<file path="src/rtl/rw_pkg.sv">
package rw_pkg;

  typedef enum logic {
    RW_IDLE = 1'b0,
    RW_RUN  = 1'b1
  } rw_state_e;

endpackage

</file>
<file path="src/rtl/rw_lfsr.sv">
// Galois shift register, one step per enable, right-shifting.
module rw_lfsr #(
  parameter int unsigned      W    = 32,
  parameter logic [W-1:0]     TAP  = 32'hD000_0001,
  parameter logic [W-1:0]     SEED = 32'h0000_0001
) (
  input  logic         clk,
  input  logic         rst_n,
  input  logic         step_i,
  output logic [W-1:0] next_o
);

  logic [W-1:0] state_q;
  logic [W-1:0] state_d;
  logic [W-1:0] stepped;

  always_comb begin
    stepped = (state_q >> 1) ^ (state_q[0] ? TAP : '0);
    next_o  = stepped;
    state_d = state_q;
    if (step_i) begin
      state_d = stepped;
    end
  end

  always_ff @(posedge clk or negedge rst_n) begin
    if (!rst_n) begin
      state_q <= SEED;
    end else begin
      state_q <= state_d;
    end
  end

endmodule

</file>
<file path="src/rtl/rw_modred.sv">
// Serial remainder: one dividend bit per cycle, MSB first, restoring subtract.
module rw_modred #(
  parameter int unsigned DW = 32,
  parameter int unsigned SW = 5,
  localparam int unsigned CW = (DW > 1) ? $clog2(DW) : 1
) (
  input  logic          clk,
  input  logic          rst_n,
  input  logic          start_i,
  input  logic [DW-1:0] dividend_i,
  input  logic [SW-1:0] span_i,
  output logic [SW-1:0] rem_o,
  output logic          done_o
);

  localparam logic [CW-1:0] LAST_BIT = CW'(DW - 1);

  logic [DW-1:0] sreg_q, sreg_d;
  logic [SW-1:0] rem_q, rem_d;
  logic [CW-1:0] cnt_q, cnt_d;
  logic          run_q, run_d;
  logic          done_q, done_d;
  logic [SW:0]   shifted;
  logic          fits;

  always_comb begin
    shifted = {rem_q, sreg_q[DW-1]};
    fits    = shifted >= {1'b0, span_i};
    sreg_d  = sreg_q;
    rem_d   = rem_q;
    cnt_d   = cnt_q;
    run_d   = run_q;
    done_d  = 1'b0;
    if (start_i) begin
      sreg_d = dividend_i;
      rem_d  = '0;
      cnt_d  = '0;
      run_d  = 1'b1;
    end else if (run_q) begin
      sreg_d = sreg_q << 1;
      if (fits) begin
        rem_d = SW'(shifted - {1'b0, span_i});
      end else begin
        rem_d = SW'(shifted);
      end
      cnt_d = cnt_q + 1'b1;
      if (cnt_q == LAST_BIT) begin
        run_d  = 1'b0;
        done_d = 1'b1;
      end
    end
  end

  always_ff @(posedge clk or negedge rst_n) begin
    if (!rst_n) begin
      sreg_q <= '0;
      rem_q  <= '0;
      cnt_q  <= '0;
      run_q  <= 1'b0;
      done_q <= 1'b0;
    end else begin
      sreg_q <= sreg_d;
      rem_q  <= rem_d;
      cnt_q  <= cnt_d;
      run_q  <= run_d;
      done_q <= done_d;
    end
  end

  assign rem_o  = rem_q;
  assign done_o = done_q;

endmodule

</file>
<file path="src/rtl/rand_way_picker.sv">
module rand_way_picker
  import rw_pkg::*;
#(
  parameter int unsigned        ENTRIES = 16,
  parameter int unsigned        LFSR_W  = 32,
  parameter logic [LFSR_W-1:0]  TAP     = 32'hD000_0001,
  parameter logic [LFSR_W-1:0]  SEED    = 32'h0000_0001,
  localparam int unsigned       IDX_W   = $clog2(ENTRIES),
  localparam int unsigned       CNT_W   = $clog2(ENTRIES + 1)
) (
  input  logic             clk,
  input  logic             rst_n,
  input  logic             req_i,
  input  logic [CNT_W-1:0] wired_i,
  output logic [IDX_W-1:0] idx_o,
  output logic             valid_o,
  output logic             busy_o
);

  localparam logic [CNT_W-1:0] MAX_WIRED = CNT_W'(ENTRIES - 2);
  localparam logic [CNT_W-1:0] SIZE      = CNT_W'(ENTRIES);

  rw_state_e        state_q, state_d;
  logic [CNT_W-1:0] weff_q, weff_d;
  logic [IDX_W-1:0] idx_q, idx_d;
  logic             valid_q, valid_d;
  logic             step_en;
  logic             div_start;
  logic [LFSR_W-1:0] lfsr_next;
  logic [CNT_W-1:0] span;
  logic [CNT_W-1:0] rem;
  logic             div_done;
  logic [IDX_W-1:0] cand;
  logic [CNT_W-1:0] wired_clamped;

  rw_lfsr #(
    .W    (LFSR_W),
    .TAP  (TAP),
    .SEED (SEED)
  ) u_lfsr (
    .clk    (clk),
    .rst_n  (rst_n),
    .step_i (step_en),
    .next_o (lfsr_next)
  );

  rw_modred #(
    .DW (LFSR_W),
    .SW (CNT_W)
  ) u_modred (
    .clk        (clk),
    .rst_n      (rst_n),
    .start_i    (div_start),
    .dividend_i (lfsr_next),
    .span_i     (span),
    .rem_o      (rem),
    .done_o     (div_done)
  );

  always_comb begin
    wired_clamped = (wired_i > MAX_WIRED) ? MAX_WIRED : wired_i;
    span          = SIZE - weff_q;
    cand          = IDX_W'(rem) + IDX_W'(weff_q);
    state_d       = state_q;
    weff_d        = weff_q;
    idx_d         = idx_q;
    valid_d       = 1'b0;
    step_en       = 1'b0;
    div_start     = 1'b0;
    unique case (state_q)
      RW_IDLE: begin
        if (req_i) begin
          step_en   = 1'b1;
          div_start = 1'b1;
          weff_d    = wired_clamped;
          state_d   = RW_RUN;
        end
      end
      RW_RUN: begin
        if (div_done) begin
          if (cand == idx_q) begin
            step_en   = 1'b1;
            div_start = 1'b1;
          end else begin
            idx_d   = cand;
            valid_d = 1'b1;
            state_d = RW_IDLE;
          end
        end
      end
      default: state_d = RW_IDLE;
    endcase
  end

  always_ff @(posedge clk or negedge rst_n) begin
    if (!rst_n) begin
      state_q <= RW_IDLE;
      weff_q  <= '0;
      idx_q   <= '0;
      valid_q <= 1'b0;
    end else begin
      state_q <= state_d;
      weff_q  <= weff_d;
      idx_q   <= idx_d;
      valid_q <= valid_d;
    end
  end

  assign idx_o   = idx_q;
  assign valid_o = valid_q;
  assign busy_o  = (state_q == RW_RUN);

endmodule

</file>
<file path="config.mk">
export PLATFORM = sky130hd
export DESIGN_NAME = rand_way_picker
export DESIGN_NICKNAME = d
export VERILOG_FILES = /design/src/rtl/rw_pkg.sv /design/src/rtl/rw_lfsr.sv /design/src/rtl/rw_modred.sv /design/src/rtl/rand_way_picker.sv
export SDC_FILE = /design/constraint.sdc
export NUM_CORES = 1
export LEC_CHECK = 0
export CAP_MARGIN = 5
export CORE_MARGIN = 2
export CORE_UTILIZATION = 60
export DETAILED_ROUTE_END_ITERATION = 8
export PLACE_DENSITY = 0.8
export SYNTH_ARGS = -nofsm -noshare
export SYNTH_HDL_FRONTEND = slang
export SYNTH_SLANG_ARGS = --single-unit
</file>
<file path="constraint.sdc">
create_clock -name clk -period 7.2 [get_ports clk]
set_input_delay 1.8 -clock clk [delete_from_list [all_inputs] [get_ports clk]]
set_output_delay 1.8 -clock clk [all_outputs]
set_load 0.02 [all_outputs]
</file>
==> metrics.csv <==
metric,value,unit
status,"complete, no violations",
IO buf count,13,
Final Non-Filler Cells,430,
Die Area,0.007692,mm^2
first-pass iteration count of the detailed router,4,
Relative slew margins,31.14,%
GPL Wtd Cong,0.8826,
combined area of all synthesized cells,0.004204,mm^2
first-pass GRT wire length,10.84,mm
drt wl/cell,14.35,um
clock latency on the worst-skew pair,0.34,ns
maxcap violations,0,
Initial Util,61.88,%
total core area,0.006794,mm^2
post-CTS sizing,0,
"top cells by count, synth","86 x dfrtp_1, 86 x mux2_2, 17 x nand2_1",
synthesized instance count,317,
via count,2332,
Synth area leaders,"dfrtp_1 51%, mux2_2 23%, ha_1 3.3%",
Place WS,2.876,ns
post-CTS setup buffer count,0,
clock-pin slew on the worst setup and hold paths,0.08,ns
Final Skew,0.007403,ns
Die H,87.71,um
"Seq/Total Area, Yosys",51.82,%
fraction of layout cells with a size suffix above 1,32.93,%
fmax,254.7,MHz
Num CTS Buffers,9,
CP Max Fanout,33,
hpwl dp,4.185,mm
CTS Sinks,87,
ys async rst share,100.0,%
clock root buffer,clkbuf_8,
Slew @ Worst Pin,1.033,ns
CP Launch Type,input pin,
syn_area_per_cell,13.26,um^2
pin count of the biggest net entering global routing,88,
I/O pin count,14,
Crit Path Class,in2reg,
Yosys reg bits,87,
PD cells,419.1,mW/mm^2
Clock Path Buffers,2,
setup_tns,0,ns
Area Overhead vs Synth,8.244,%
Yosys top cell area share,51.19,%
CTS tree,built,
Tot GR Track Use,18.19,%
ANT nets after route,0,
Synth Net Count,338,
WL final,6.171,mm
final setup vio count,0,
initial drt markers,128,
# H-tree levels,3,
Antenna Cells,0,
setup ws final,3.274,ns
crit path DAT,4.15,ns
Fin Hold WS,0.5190,ns
Post-synth EDFFs,0,
Most used DFF post-synth,dfrtp_1,
initial antenna violation count,0,
Leakage,2.248,nW
yosys warns,0,
Final nets,350,
RSZ-0062 raised after global routing,no,
drc violations,0,
vias in the first global route,2433,
# rows,30,
type of the worst min-delay path,reg2reg,
Die W,87.71,um
CTS hold repair buffers,0,
Avg Vias per Cell,5.423,
Crit. End Element,flip-flop,
Placed Cells,414,
Peak VDD IR,143.3,uV
Final period util,54.53,%
fin crit period,3.926,ns
Final Hold Viols,0,
Slew Limit Fails,0,
post-synth top area cell,dfrtp_1,
Critical Path RT,7.43,ns
post-synthesis cell type count,40,
R2R setup slack,3.78,ns
total grt overflow,0,
==> power by group <==
part           switching [mW]  internal, mW  leakage, nW
Clock                   0.170         0.136       0.0849
Sequential              0.117         0.634         1.16
Combinational           0.411         0.440         1.00
==> flip-flops by register name (all words and copies together) (netlist names) <==
name and cells:
u_lfsr.state_q 32, valid_o 1, u_modred.run_q 1, idx_o 4, u_modred.done_o 1, u_modred.cnt_q 5, busy_o 1, weff_q 5
u_modred.rem_o 5, u_modred.sreg_q 32
==> critical path: stages <==
cell             delay, ns
clkdlybuf4s50_1       0.45
nor2b_1               0.25
a21oi_4               0.75
buf_4                 0.50
mux2_2                0.39
==> stage by stage <==
| step | utilization [%] | total power, mW | instance area, um^2 |
|---|---|---|---|
| 2_1_floorplan | - | 1.426 | 4204 |
| 3_3_place_gp | 64.29 | 1.582 | 4368 |
| 3_5_place_dp | 64.29 | 1.615 | 4368 |
| 4_1_cts | 66.98 | 1.927 | 4551 |
| 5_1_grt | 66.98 | 2.058 | 4551 |
| 6_report | 66.98 | 1.907 | 4551 |
==> path summary, 6_finish.rpt <==
check                                   from            endpoint  cells after the start
min reg2reg                         idx_o[3]            idx_o[3]                      2
max                                    req_i  u_modred.sreg_q[1]                      5
min in group asynchronous              rst_n            idx_o[2]                      1
max reg2reg                u_modred.rem_o[1]  u_modred.sreg_q[1]                      7
min                                 idx_o[3]            idx_o[3]                      2
max in group asynchronous              rst_n   u_modred.rem_o[4]                      1
==> cell type report <==
cell class | instances | area, um^2
Clock buffer | 10 | 137.6
Clock inverter | 6 | 45.04
Fill cell | 535 | 2243
Inverter | 6 | 22.52
Multi-Input combinational cell | 210 | 1904
Sequential cell | 87 | 2178
Tap cell | 96 | 120.1
Timing Repair Buffer | 15 | 142.6
==> cell families (layout without fill, tap and decap cells) <==
logic type,count (synthesis),in the layout,synth area share [%]
buffers and inverters,20,37,2.887
multiplexers,97,97,25.89
flip-flops,87,87,51.82
adder cells (fa/ha/maj),13,13,4.226
AND/OR/NAND/NOR,49,49,5.804
XOR/XNOR,18,18,4.435
AO/OA/AOI/OAI,33,33,4.940
==> layout by cell type, fill, tap and decap left out, types with 2 or more instances in the layout <==
cell type	instances
a211oi_1	2
a21o_1	2
a21oi_1	4
a31oi_1	2
and3_1	2
buf_4	3
clkbuf_8	10
clkdlybuf4s50_1	12
clkinvlp_4	3
dfrtp_1	86
fa_1	2
ha_1	11
inv_1	6
mux2_1	8
mux2_2	86
mux2i_1	3
nand2_1	17
nand2b_1	2
nand3_1	6
nor2_1	11
nor2b_1	2
nor3_1	3
o21a_1	2
o21ai_0	16
xnor2_1	7
xor2_1	9
==> layer usage <==
metal | up-vias | global-route usage, % | part of all wire [%]
met4 | 0 | 8.811 | 1.5
met1 | 1163 | 23.35 | 49
met2 | 21 | 30.51 | 48
met3 | 7 | 2.545 | 1.6
met5 | - | 0 | 0
li1 | 1141 | - | -
No activity file was read; power rests on OpenSTA's default activity.
